==> config.mk <==
export PLATFORM = sky130hd
export DESIGN_NAME = uwire_eeprom_master
export DESIGN_NICKNAME = d
export VERILOG_FILES = /design/src/rtl/uwm_pkg.sv /design/src/rtl/uwm_sync.sv /design/src/rtl/uwm_settle_timer.sv /design/src/rtl/uwm_frame_gen.sv /design/src/rtl/uwm_sequencer.sv /design/src/rtl/uwire_eeprom_master.sv
export SDC_FILE = /design/constraint.sdc
export NUM_CORES = 1
export LEC_CHECK = 0
export BUFFER_PORTS_ARGS = -buffer_cell sky130_fd_sc_hd__buf_2
export CAP_MARGIN = 20
export CORE_MARGIN = 1.5
export CORE_UTILIZATION = 45
export CTS_BUF_LIST = sky130_fd_sc_hd__clkbuf_8
export DETAILED_ROUTE_END_ITERATION = 10
export PLACE_DENSITY = 0.71
export SYNTH_ARGS = -nofsm -noshare
export SYNTH_HDL_FRONTEND = slang
export SYNTH_SLANG_ARGS = --single-unit
==> constraint.sdc <==
create_clock -name clk -period 3.71 [get_ports clk]
set_input_delay 0.1855 -clock clk [delete_from_list [all_inputs] [get_ports clk]]
set_output_delay 0.1855 -clock clk [all_outputs]
set_load 0.1 [all_outputs]
==> src/rtl/uwm_pkg.sv <==
package uwm_pkg;

    typedef enum logic [2:0] {
        PH_IDLE,
        PH_SETUP,
        PH_SHOUT,
        PH_DILOW,
        PH_SHIN,
        PH_STBY,
        PH_POLL,
        PH_CLEAN
    } phase_e;

    localparam int SEG_W = 4;

    // Command opcodes (leading bits sent first)
    localparam logic [2:0] OPC_READ   = 3'b110;
    localparam logic [2:0] OPC_WRITE  = 3'b101;
    localparam logic [2:0] OPC_MODE   = 3'b100;
    localparam logic [1:0] MODE_WR_ON  = 2'b11;
    localparam logic [1:0] MODE_WR_OFF = 2'b00;

    // Segment program: which phase runs at each position of an operation
    function automatic phase_e seg_phase(input logic wr, input logic [SEG_W-1:0] seg);
        phase_e ph;
        ph = PH_IDLE;
        if (!wr) begin
            case (seg)
                4'd0:    ph = PH_SETUP;
                4'd1:    ph = PH_SHOUT;
                4'd2:    ph = PH_DILOW;
                4'd3:    ph = PH_SHIN;
                4'd4:    ph = PH_STBY;
                default: ph = PH_IDLE;
            endcase
        end else begin
            case (seg)
                4'd0:    ph = PH_SETUP;
                4'd1:    ph = PH_SHOUT;   // write enable
                4'd2:    ph = PH_DILOW;
                4'd3:    ph = PH_STBY;
                4'd4:    ph = PH_SHOUT;   // write opcode, address, data
                4'd5:    ph = PH_DILOW;
                4'd6:    ph = PH_STBY;
                4'd7:    ph = PH_POLL;
                4'd8:    ph = PH_STBY;
                4'd9:    ph = PH_SHOUT;   // write disable
                4'd10:   ph = PH_DILOW;
                4'd11:   ph = PH_CLEAN;
                default: ph = PH_IDLE;
            endcase
        end
        return ph;
    endfunction

endpackage

==> src/rtl/uwm_sync.sv <==
module uwm_sync #(
    parameter int STAGES = 2
) (
    input  logic clk,
    input  logic rst_n,
    input  logic async_in,
    output logic sync_out
);
    logic [STAGES-1:0] chain_d, chain_q;

    always_comb begin
        chain_d = {chain_q[STAGES-2:0], async_in};
    end

    always_ff @(posedge clk or negedge rst_n) begin
        if (!rst_n) chain_q <= '0;
        else        chain_q <= chain_d;
    end

    assign sync_out = chain_q[STAGES-1];
endmodule

==> src/rtl/uwm_settle_timer.sv <==
module uwm_settle_timer #(
    parameter int SETTLE_CYCLES = 2500
) (
    input  logic clk,
    input  logic rst_n,
    input  logic start,
    input  logic run,
    output logic expire
);
    localparam int CW = (SETTLE_CYCLES > 1) ? $clog2(SETTLE_CYCLES) : 1;
    localparam logic [CW-1:0] LOAD = CW'(SETTLE_CYCLES - 1);

    logic [CW-1:0] cnt_d, cnt_q;

    always_comb begin
        cnt_d = cnt_q;
        if (start)          cnt_d = LOAD;
        else if (run)       cnt_d = (cnt_q == '0) ? LOAD : cnt_q - 1'b1;
    end

    always_ff @(posedge clk or negedge rst_n) begin
        if (!rst_n) cnt_q <= '0;
        else        cnt_q <= cnt_d;
    end

    assign expire = run && !start && (cnt_q == '0);

    // Sampling of the synchronised data-out needs a few cycles per step
    initial assert (SETTLE_CYCLES >= 3);

    p_cnt_range_r11: assert property (@(posedge clk) disable iff (!rst_n)
        cnt_q <= LOAD);
endmodule

==> src/rtl/uwm_frame_gen.sv <==
module uwm_frame_gen
    import uwm_pkg::*;
#(
    parameter int ADDR_W = 6,
    parameter int DATA_W = 16,
    localparam int SW = 3 + ADDR_W + DATA_W,
    localparam int LW = $clog2(SW + 1)
) (
    input  logic              wr,
    input  logic [SEG_W-1:0]  seg,
    input  logic [ADDR_W-1:0] addr,
    input  logic [DATA_W-1:0] wdata,
    output logic [SW-1:0]     word,
    output logic [LW-1:0]     len
);
    localparam int CMD_LEN = 3 + ADDR_W;
    localparam int PAD_W   = ADDR_W - 2;

    always_comb begin
        word = '0;
        len  = LW'(CMD_LEN);
        if (!wr) begin
            word = {OPC_READ, addr, {DATA_W{1'b0}}};
        end else begin
            case (seg)
                4'd1: word = {OPC_MODE, MODE_WR_ON, {PAD_W{1'b0}}, {DATA_W{1'b0}}};
                4'd4: begin
                    word = {OPC_WRITE, addr, wdata};
                    len  = LW'(SW);
                end
                4'd9: word = {OPC_MODE, MODE_WR_OFF, {PAD_W{1'b0}}, {DATA_W{1'b0}}};
                default: word = '0;
            endcase
        end
    end
endmodule

==> src/rtl/uwm_sequencer.sv <==
module uwm_sequencer
    import uwm_pkg::*;
#(
    parameter int ADDR_W = 6,
    parameter int DATA_W = 16,
    parameter int POLL_LIMIT = 200,
    localparam int SW = 3 + ADDR_W + DATA_W,
    localparam int LW = $clog2(SW + 1),
    localparam int PW = $clog2(POLL_LIMIT + 1)
) (
    input  logic              clk,
    input  logic              rst_n,
    input  logic              req_valid,
    input  logic              req_write,
    input  logic [ADDR_W-1:0] req_addr,
    input  logic [DATA_W-1:0] req_wdata,
    input  logic              do_sync,
    input  logic              expire,
    input  logic [SW-1:0]     fg_word,
    input  logic [LW-1:0]     fg_len,
    output logic              fg_wr,
    output logic [SEG_W-1:0]  fg_seg,
    output logic [ADDR_W-1:0] fg_addr,
    output logic [DATA_W-1:0] fg_wdata,
    output logic              tmr_start,
    output logic              tmr_run,
    output logic              busy,
    output logic              done,
    output logic              timeout_err,
    output logic [DATA_W-1:0] rd_data,
    output logic              mw_cs,
    output logic              mw_sk,
    output logic              mw_di
);
    typedef struct packed {
        phase_e            ph;
        logic              wr;
        logic [SEG_W-1:0]  seg;
        logic [1:0]        sub;
        logic [LW-1:0]     bits_left;
        logic [SW-1:0]     sreg;
        logic [DATA_W-1:0] shin;
        logic [PW-1:0]     polls;
        logic              tmo;
        logic              cs;
        logic              sk;
        logic              di;
        logic              done;
        logic              err;
        logic [DATA_W-1:0] rdata;
        logic [ADDR_W-1:0] addr;
        logic [DATA_W-1:0] wdata;
    } state_t;

    state_t q, d;
    logic   finish;
    phase_e nph;
    logic [SEG_W-1:0] nseg;

    assign nseg     = q.seg + 1'b1;
    assign fg_wr    = q.wr;
    assign fg_seg   = nseg;
    assign fg_addr  = q.addr;
    assign fg_wdata = q.wdata;
    assign nph      = seg_phase(q.wr, nseg);

    always_comb begin
        d         = q;
        d.done    = 1'b0;
        d.err     = 1'b0;
        finish    = 1'b0;
        tmr_start = 1'b0;

        if (q.ph == PH_IDLE) begin
            if (req_valid) begin
                d.ph    = PH_SETUP;
                d.wr    = req_write;
                d.addr  = req_addr;
                d.wdata = req_wdata;
                d.seg   = '0;
                d.sub   = '0;
                d.tmo   = 1'b0;
                d.polls = '0;
                d.sk    = 1'b0;
                d.di    = 1'b0;
                tmr_start = 1'b1;
            end
        end else if (expire) begin
            case (q.ph)
                PH_SETUP: begin
                    if (q.sub == 2'd0) begin
                        d.sub = 2'd1;
                        d.cs  = 1'b1;
                    end else begin
                        finish = 1'b1;
                    end
                end
                PH_SHOUT: begin
                    case (q.sub)
                        2'd0: begin d.sub = 2'd1; d.sk = 1'b1; end
                        2'd1: begin d.sub = 2'd2; d.sk = 1'b0; end
                        default: begin
                            if (q.bits_left == LW'(1)) begin
                                finish = 1'b1;
                            end else begin
                                d.sreg      = q.sreg << 1;
                                d.bits_left = q.bits_left - 1'b1;
                                d.di        = q.sreg[SW-2];
                                d.sub       = 2'd0;
                            end
                        end
                    endcase
                end
                PH_DILOW: finish = 1'b1;
                PH_SHIN: begin
                    if (q.sub == 2'd0) begin
                        d.shin = {q.shin[DATA_W-2:0], do_sync};
                        d.sub  = 2'd1;
                        d.sk   = 1'b0;
                    end else if (q.bits_left == LW'(1)) begin
                        finish = 1'b1;
                    end else begin
                        d.bits_left = q.bits_left - 1'b1;
                        d.sub       = 2'd0;
                        d.sk        = 1'b1;
                    end
                end
                PH_STBY: begin
                    case (q.sub)
                        2'd0: begin d.sub = 2'd1; d.sk = 1'b1; end
                        2'd1: begin d.sub = 2'd2; d.cs = 1'b1; end
                        2'd2: begin d.sub = 2'd3; d.sk = 1'b0; end
                        default: finish = 1'b1;
                    endcase
                end
                PH_POLL: begin
                    if (do_sync) begin
                        finish = 1'b1;
                    end else if (q.polls == PW'(POLL_LIMIT - 1)) begin
                        d.tmo  = 1'b1;
                        finish = 1'b1;
                    end else begin
                        d.polls = q.polls + 1'b1;
                    end
                end
                PH_CLEAN: begin
                    case (q.sub)
                        2'd0: begin d.sub = 2'd1; d.sk = 1'b1; end
                        2'd1: begin d.sub = 2'd2; d.sk = 1'b0; end
                        default: finish = 1'b1;
                    endcase
                end
                default: d.ph = PH_IDLE;
            endcase

            if (finish) begin
                d.seg = nseg;
                d.sub = '0;
                d.ph  = nph;
                case (nph)
                    PH_IDLE: begin
                        d.done  = 1'b1;
                        d.err   = d.tmo;
                        d.rdata = d.shin;
                    end
                    PH_SHOUT: begin
                        d.sreg      = fg_word;
                        d.bits_left = fg_len;
                        d.di        = fg_word[SW-1];
                        d.sk        = 1'b0;
                    end
                    PH_DILOW: d.di = 1'b0;
                    PH_SHIN: begin
                        d.bits_left = LW'(DATA_W);
                        d.sk        = 1'b1;
                        d.di        = 1'b0;
                    end
                    PH_STBY: begin
                        d.cs = 1'b0;
                        d.sk = 1'b0;
                    end
                    PH_POLL:  d.polls = '0;
                    PH_CLEAN: begin
                        d.cs = 1'b0;
                        d.di = 1'b0;
                    end
                    default: d.ph = nph;
                endcase
            end
        end
    end

    always_ff @(posedge clk or negedge rst_n) begin
        if (!rst_n) q <= '0;
        else        q <= d;
    end

    assign tmr_run     = (q.ph != PH_IDLE);
    assign busy        = (q.ph != PH_IDLE);
    assign done        = q.done;
    assign timeout_err = q.err;
    assign rd_data     = q.rdata;
    assign mw_cs       = q.cs;
    assign mw_sk       = q.sk;
    assign mw_di       = q.di;

    // pins move only when the settle timer expires
    p_pin_hold_r11: assert property (@(posedge clk) disable iff (!rst_n)
        (q.ph != PH_IDLE && !expire) |=> $stable({q.cs, q.sk, q.di}));

    // data-in never changes while the clock is high
    p_di_steady_sk_r2: assert property (@(posedge clk) disable iff (!rst_n)
        !$stable(q.di) |-> !q.sk);

    // data-in held low while shifting in
    p_shin_di_low_r3: assert property (@(posedge clk) disable iff (!rst_n)
        (q.ph == PH_SHIN) |-> !q.di);

    // poll count never passes its limit
    p_poll_bound_r7: assert property (@(posedge clk) disable iff (!rst_n)
        (q.ph == PH_POLL) |-> (q.polls < PW'(POLL_LIMIT)));

    // timeout flag only together with done
    p_err_with_done_r8: assert property (@(posedge clk) disable iff (!rst_n)
        q.err |-> q.done);

    // done is a single-cycle pulse
    p_done_single_r10: assert property (@(posedge clk) disable iff (!rst_n)
        q.done |=> !q.done);

    // pins quiet while idle without a request
    p_idle_quiet_r10: assert property (@(posedge clk) disable iff (!rst_n)
        (q.ph == PH_IDLE && !req_valid) |=> $stable({q.cs, q.sk, q.di}));
endmodule

==> src/rtl/uwire_eeprom_master.sv <==
module uwire_eeprom_master
    import uwm_pkg::*;
#(
    parameter int ADDR_W        = 6,
    parameter int DATA_W        = 16,
    parameter int SETTLE_CYCLES = 2500,
    parameter int POLL_LIMIT    = 200,
    parameter int SYNC_STAGES   = 2
) (
    input  logic              clk,
    input  logic              rst_n,
    input  logic              req_valid,
    input  logic              req_write,
    input  logic [ADDR_W-1:0] req_addr,
    input  logic [DATA_W-1:0] req_wdata,
    output logic              busy,
    output logic              done,
    output logic              timeout_err,
    output logic [DATA_W-1:0] rd_data,
    output logic              mw_cs,
    output logic              mw_sk,
    output logic              mw_di,
    input  logic              mw_do
);
    localparam int SW = 3 + ADDR_W + DATA_W;
    localparam int LW = $clog2(SW + 1);

    logic              do_sync;
    logic              expire, tmr_start, tmr_run;
    logic              fg_wr;
    logic [SEG_W-1:0]  fg_seg;
    logic [ADDR_W-1:0] fg_addr;
    logic [DATA_W-1:0] fg_wdata;
    logic [SW-1:0]     fg_word;
    logic [LW-1:0]     fg_len;

    uwm_sync #(.STAGES(SYNC_STAGES)) u_sync (
        .clk      (clk),
        .rst_n    (rst_n),
        .async_in (mw_do),
        .sync_out (do_sync)
    );

    uwm_settle_timer #(.SETTLE_CYCLES(SETTLE_CYCLES)) u_timer (
        .clk    (clk),
        .rst_n  (rst_n),
        .start  (tmr_start),
        .run    (tmr_run),
        .expire (expire)
    );

    uwm_frame_gen #(.ADDR_W(ADDR_W), .DATA_W(DATA_W)) u_frame (
        .wr    (fg_wr),
        .seg   (fg_seg),
        .addr  (fg_addr),
        .wdata (fg_wdata),
        .word  (fg_word),
        .len   (fg_len)
    );

    uwm_sequencer #(
        .ADDR_W     (ADDR_W),
        .DATA_W     (DATA_W),
        .POLL_LIMIT (POLL_LIMIT)
    ) u_seq (
        .clk         (clk),
        .rst_n       (rst_n),
        .req_valid   (req_valid),
        .req_write   (req_write),
        .req_addr    (req_addr),
        .req_wdata   (req_wdata),
        .do_sync     (do_sync),
        .expire      (expire),
        .fg_word     (fg_word),
        .fg_len      (fg_len),
        .fg_wr       (fg_wr),
        .fg_seg      (fg_seg),
        .fg_addr     (fg_addr),
        .fg_wdata    (fg_wdata),
        .tmr_start   (tmr_start),
        .tmr_run     (tmr_run),
        .busy        (busy),
        .done        (done),
        .timeout_err (timeout_err),
        .rd_data     (rd_data),
        .mw_cs       (mw_cs),
        .mw_sk       (mw_sk),
        .mw_di       (mw_di)
    );
endmodule

==> impl_results.md, run 1 <==
* Status: complete, no violations
* PD cells at 427 nW/um^2
* Synth area leader: dfrtp_1
* Static leakage at approximately 3.2 nW
* Port bufs at 48
* Layout cell share with drive strength beyond 1 at 21.9%
* Yosys warning total at 0
* Hold Path Class: input port to flop
* Num rows at 43
* Top-area cell type share of the netlist area at 47.5%
* Area grow syn2layout at 14.8%
* CORE AREA at approximately 14000 um^2
* DR vias/cell at 5.49
* CP startpoint: u_seq.q[99]
* Fmax at 310 MHz
* Clk sinks at 121
* Count of cell types in the netlist at 60
* Syn Std Cell Area at 6370 um^2
* Max-cap violations at 0
* Setup WS pre-CTS at 0.485 ns
* Crit-path max FO at 32
* Die H at ~120 um
* Final hold vios at 0
* Switching pwr at ~0.0009 W
* Clock tree from TritonCTS: built
* Sw frac at 29.0%
* Post-Synthesis Cells at 649
* Hold Crit Start: req_valid
* GRT overflow at 0
* Drt initial violations at approximately 370
* Critical path class: flop to flop
* Crit-path cells: inv_1 -> ha_1 -> or3b_1 -> a211oi_2 -> a211o_1 -> o21ai_2 -> or3_1 -> nand2_1 -> o21ai_0
* Worst-path clk slew at 0.08 ns
* Period minus WS final at 3.23 ns
* WP data arrival at ~3.5 ns
* Setup violators final at 0
* H-tree depth at 4
* Sequential share of power at between 50% and 60%
* Diode count at 0
* Post_cts resized at 0
* Die ar. at between 10000 and 15000 um^2
* Vias in the first global route at ~5000
* Total Routed Length at 13400 um
* Post-synth EDFFs at 0
* Final #Nets at 753
* Asr flop ratio synth at between 90% and 100%
* Setup TNS at 0 ns
* Top Ports at 49
* CP Data Required Time at approximately 4.0 ns
* Count leader, synth: dfrtp_1
* Int Pwr at ~0.0022 W
* Clock tree buffer depth at 2
* Dominant cells by area after synthesis: dfrtp_1 48%, mux2_2 7.1%, nand2_1 5.1%
* RePlAce Congestion at between 0.8 and 0.9
* Final worst slack at 0.481 ns
* R2r setup slk at around 0.48 ns
* Comb power frac at 13.7%
* First-pass GRT wire length at about 23000 um
* CTS Buf Count at 17
* Worst Tran Pin Value at 0.917 ns
* Synth Flop Type: dfrtp_1
* Slew margin rel. at between 30 and 40%
* Syn Nets at roughly 690
* Die Wd at 122 um
* Top post-synthesis cells by count: 121 x dfrtp_1, 86 x nand2_1, 72 x nor2_1, 43 x o21ai_0, 40 x mux2_2
* HPWL after DPL at approximately 9000 um
* Initial Util at 46.1%
* Final ANT Viol Nets at 0
* Number of remaining DRC errors at 0
* Largest net degree at the start of global routing at 65
* Router iterations before antenna repair at 5
* Clk Latency, worst-skew pair at 0.44 ns
* Avg Cell Area, Syn at a little under 10 um^2
* DR vias at 4957
* Slowest cell on crit path: or3_1
* Clock share of power at 35.7%
* CP endpoint kind: flop
* Clock root cell: clkbuf_8
* Sequential element share of the synthesized area at 47.5%
* Final Max Tran Viols at 0
* FF-to-FF Start: u_seq.q[99]
* Maximum VDD drop at 0.363 mV
* Synth Register Bits at 121
* Max incr delay on CP at 0.78 ns
* Final Cycle Share at 87.0%
* Initial antenna violation count at 0
* RSZ-0062 raised after global routing: false
* Setup Skew at around 0.014 ns
* CP startpoint kind: flop
* Drt wl/cell at 14.8 um
* Total Routing Usage GR at 19.4%
## repair_timing
action,4_1_cts,5_1_grt
buffers inserted,0,0
setup endpoints to repair,0,0
hold endpoints to repair,86,0
hold buffers,25,0
## flip-flops by register name, indices dropped and copies added (netlist names), 2 cells and up
name	cells
u_seq.fg_addr	6
u_sync.chain_q	2
u_seq.rd_data	16
u_timer.cnt_q	12
u_seq.fg_wdata	16
u_seq.q	63
## layer usage
metal / part of all wire (%) / up-vias / global-route usage (%)
li1: - / 2404 / -
met1: 45 / 2425 / 24.2
met2: 49 / 106 / 32.6
met3: 4.0 / 22 / 4.45
met4: 1.5 / 0 / 7.65
met5: 0 / - / 0
## worst max-delay path: cells and delay by family, from the launching register on
kind	cells	cell delay, ns
AOI/OAI and AO/OA	4	0.79
adders and majority gates	1	0.28
buffers and inverters	1	0.12
DFF	1	0.45
and+or+nand+nor	3	1.43
## final timing paths
check	cells past startpoint	to
min reg2reg	0	u_sync.chain_q[1]
max reg2reg	9	u_seq.rd_data[6]
min	3	u_timer.cnt_q[1]
max	9	u_seq.rd_data[6]
min in group asynchronous	2	u_sync.chain_q[1]
max in group asynchronous	3	u_seq.q[73]
## cell usage in the layout, fill, tap and decap left out, types with 5 or more instances in the layout
| cell | instances |
|---|---|
| a211oi_1 | 12 |
| mux2i_1 | 20 |
| ha_1 | 16 |
| nand3_1 | 18 |
| xnor2_1 | 6 |
| buf_4 | 13 |
| clkbuf_8 | 18 |
| buf_2 | 47 |
| and3_1 | 8 |
| nor3_1 | 23 |
| or3_1 | 8 |
| inv_1 | 16 |
| a21oi_1 | 20 |
| a211oi_2 | 12 |
| nand2_1 | 86 |
| nand4_1 | 5 |
| nand2b_1 | 9 |
| dfrtp_1 | 121 |
| o21ai_0 | 43 |
| mux2_2 | 40 |
| o22ai_1 | 5 |
| nor2_1 | 72 |
| clkinvlp_4 | 6 |
| dlygate4sd3_1 | 25 |
## power groups by stage
stage,clock network [W],registers (W),logic (W)
2_1_floorplan,0,0.00156,0.000308
3_3_place_gp,0,0.00159,0.000387
3_5_place_dp,0,0.00160,0.000409
5_1_grt,0.00119,0.00160,0.000483
4_1_cts,0.00114,0.00158,0.000429
6_report,0.00111,0.00158,0.000426
## stage by stage
| step | instances | total power, W | instance area, um^2 | hold slack (ns) | util (%) |
|---|---|---|---|---|---|
| floorplan | 649 | 0.00187 | 6370 | -0.110 | - |
| detailed placement | 846 | 0.00201 | 6690 | 0.307 | 48.4 |
| global route | 903 | 0.00328 | 7310 | 0.0788 | 52.9 |
| finish | 903 | 0.00312 | 7310 | 0.0617 | 52.9 |
| CTS | 903 | 0.00314 | 7310 | 0.0362 | 52.9 |
| global placement | 846 | 0.00198 | 6690 | 0.299 | 48.4 |
## logic make-up after synthesis
group	after synthesis	share of synthesized area, %
AND/OR/NAND/NOR	254	18.5
AO/OA/AOI/OAI	131	14.6
flip-flops	121	47.5
multiplexers	60	10.2
buffers and inverters	59	4.87
adder cells (fa/ha/maj)	16	3.14
XOR/XNOR	8	1.10
## layout make-up
type                            instances  area, um^2
Inverter                               16        60.1
Multi-Input combinational cell        469        3040
Clock buffer                           18         248
Tap cell                              180         225
Timing Repair Buffer                   85         583
Sequential cell                       121        3030
Fill cell                            1197        6520
Clock inverter                         14         124
(Power assumes the default switching activity.)
==> run 2: changes to the inputs <==
--- a/config.mk
+++ b/config.mk
@@ -11,7 +11,7 @@
 export CORE_UTILIZATION = 45
 export CTS_BUF_LIST = sky130_fd_sc_hd__clkbuf_8
 export DETAILED_ROUTE_END_ITERATION = 10
-export PLACE_DENSITY = 0.71
+export PLACE_DENSITY = 0.67
 export SYNTH_ARGS = -nofsm -noshare
 export SYNTH_HDL_FRONTEND = slang
 export SYNTH_SLANG_ARGS = --single-unit
==> impl_results.md, run 2 (same netlist as run 1, synthesis figures left out) <==
* Worst-path clk slew at 0.08 ns (about the same)
* Final hold vios at 0 (unchanged)
* WP data arrival at 3.54 ns (was 3.52 ns)
* Cell area after placement at 6690 um^2 (about the same)
* Slew margin rel. at 39.0% (was 38.6%)
* CORE AREA at 13800 um^2 (unchanged)
* Setup Skew at 0.0101 ns (was 0.0145 ns)
* Most common cell after layout, fill and taps aside: dfrtp_1 (unchanged)
* Period minus WS final at 3.26 ns (was 3.23 ns)
* Worst Path Buf+Inv at 1 (unchanged)
* HPWL after DPL at 9130 um (was 9230 um)
* Static leakage at 3.30 nW (was 3.24 nW)
* Clock tree from TritonCTS: built (unchanged)
* Post-layout instance area at 7380 um^2 (was 7310 um^2)
* Critical path class: flop to flop (unchanged)
* Final Max Tran Viols at 0 (unchanged)
* Top Ports at 49 (unchanged)
* Drt initial violations at 284 (was 371)
* DR vias/cell at 5.45 (was 5.49)
* Status: complete, no violations (unchanged)
* Final #Nets at 752 (was 753)
* Worst hold slack at 0.0650 ns (was 0.0617 ns)
* R2r setup slk at 0.45 ns (was 0.48 ns)
* Die H at 122 um (unchanged)
* Largest net degree at the start of global routing at 66 (was 65)
* Slowest cell on crit path: or3_1 (unchanged)
* Number of remaining DRC errors at 0 (unchanged)
* Setup TNS at 0 ns (unchanged)
* Drt wl/cell at 14.9 um (was 14.8 um)
* Largest Register: u_seq.q (unchanged)
* Max incr delay on CP at 0.74 ns (was 0.78 ns)
* Die ar. at 14900 um^2 (unchanged)
* Total Routed Length at 13400 um (about the same)
* Die Wd at 122 um (unchanged)
* RePlAce Congestion at 0.887 (was 0.875)
* Clk Latency, worst-skew pair at 0.44 ns (about the same)
* DP Cell Count at 845 (was 846)
* Num rows at 43 (unchanged)
* Initial Util at 46.1% (unchanged)
* Fin cells at 902 (was 903)
* Crit-path cells: ha_1 -> inv_1 -> ha_1 -> or3b_2 -> o211ai_1 -> o21ai_0 -> nand3_1 -> or3_1 -> o21ai_0 (was inv_1 -> ha_1 -> or3b_1 -> a211oi_2 -> a211o_1 -> o21ai_2 -> or3_1 -> nand2_1 -> o21ai_0)
* Initial antenna violation count at 0 (unchanged)
* CP startpoint kind: flop (unchanged)
* Final ANT Viol Nets at 0 (unchanged)
* H-tree depth at 4 (unchanged)
* Area grow syn2layout at 15.9% (was 14.8%)
* Setup violators final at 0 (unchanged)
* Port bufs at 48 (unchanged)
* Total Routing Usage GR at 19.5% (was 19.4%)
* Clock root cell: clkbuf_8 (unchanged)
* Max-cap violations at 0 (unchanged)
* Clock tree buffer depth at 2 (unchanged)
* RSZ-0062 raised after global routing: false (unchanged)
* Worst Tran Pin Value at 0.916 ns (was 0.917 ns)
* Final Cycle Share at 87.9% (was 87.0%)
* First-pass GRT wire length at 23100 um (was 22700 um)
* CTS Buf Count at 17 (unchanged)
* DR vias at 4917 (was 4957)
* CP Data Required Time at 3.99 ns (was 4.00 ns)
* Leading cell types in the layout, fill and taps excluded: 121 x dfrtp_1, 86 x nand2_1, 72 x nor2_1, 47 x buf_2, 43 x o21ai_0 (unchanged)
* Largest register FFs at 63 (unchanged)
* CP endpoint kind: flop (unchanged)
* Router iterations before antenna repair at 4 (was 5)
* Crit-path max FO at 32 (unchanged)
* PD cells at 447 nW/um^2 (was 427 nW/um^2)
* Layout cell share with drive strength beyond 1 at 21.5% (was 21.9%)
* Total power at 0.00330 W (was 0.00312 W)
* GRT overflow at 0 (unchanged)
* Diode count at 0 (unchanged)
* Maximum VDD drop at 0.298 mV (was 0.363 mV)
* Family with the most delay on the worst path: simple AND/OR/NAND/NOR gates (unchanged)
* Fmax at 307 MHz (was 310 MHz)
* Clk sinks at 121 (unchanged)
* Vias in the first global route at 4896 (was 4910)
* Hold Path Class: input port to flop (unchanged)
==> run 2: cell types whose count changed in the layout (fill, tap and decap cells not counted) <==
| cell | change |
|---|---|
| clkbuf_8 | +1 |
| bufinv_16 | +3 |
| inv_1 | +2 |
| clkinv_2 | -1 |
| clkinvlp_4 | -5 |
| buf_12 | +1 |
| clkinv_4 | +4 |
| buf_4 | -2 |
| inv_6 | -4 |
==> run 2: repair_timing <==
action                                 in CTS  in global routing
setup buffers                               0                  0
resized for setup                           0                  0
endpoints found under the hold margin      80                  0
hold buffers                               25                  0
==> run 2: final timing paths <==
check	depth (start not counted)	endpoint	from
max	9	u_seq.rd_data[8]	u_seq.q[100]
min	3	u_timer.cnt_q[1]	req_valid
max reg2reg	9	u_seq.rd_data[8]	u_seq.q[100]
min reg2reg	0	u_sync.chain_q[1]	u_sync.chain_q[0]
max in group asynchronous	3	u_seq.fg_wdata[13]	rst_n
min in group asynchronous	2	u_timer.cnt_q[11]	rst_n
==> run 2: power by group <==
part	total, W	internal [W]	switching (W)
Combinational	0.000424	0.000201	0.000223
Clock	0.00130	0.000763	0.000539
Sequential	0.00158	0.00146	0.000114
==> run 2: layout make-up <==
type                    count  area [um^2]
repair buffers             84          588
fillers                  1183         6440
flip-flops and latches    121         3030
clock inverters            13          179
well taps                 180          225
multi-input cells         469         3040
inverters                  16         60.1
clock buffers              19          262
==> run 2: routing by layer <==
layer | track usage (%) | vias up | wire [um]
li1 | - | 2406 | -
met1 | 24.9 | 2372 | 6270
met2 | 31.5 | 112 | 6290
met3 | 4.68 | 27 | 546
met4 | 8.97 | 0 | 314
met5 | 0 | - | 0
==> run 2: worst min-delay path, cell delays in order <==
cell and delay (ns):
buf_2 0.12, nor3_1 0.06, a21oi_1 0.10
==> run 2: metrics by stage <==
step	setup slack (ns)	utilization, %
2_1_floorplan	0.951	-
3_3_place_gp	0.654	48.4
3_5_place_dp	0.475	48.4
4_1_cts	0.472	53.4
5_1_grt	0.117	53.4
6_report	0.451	53.4
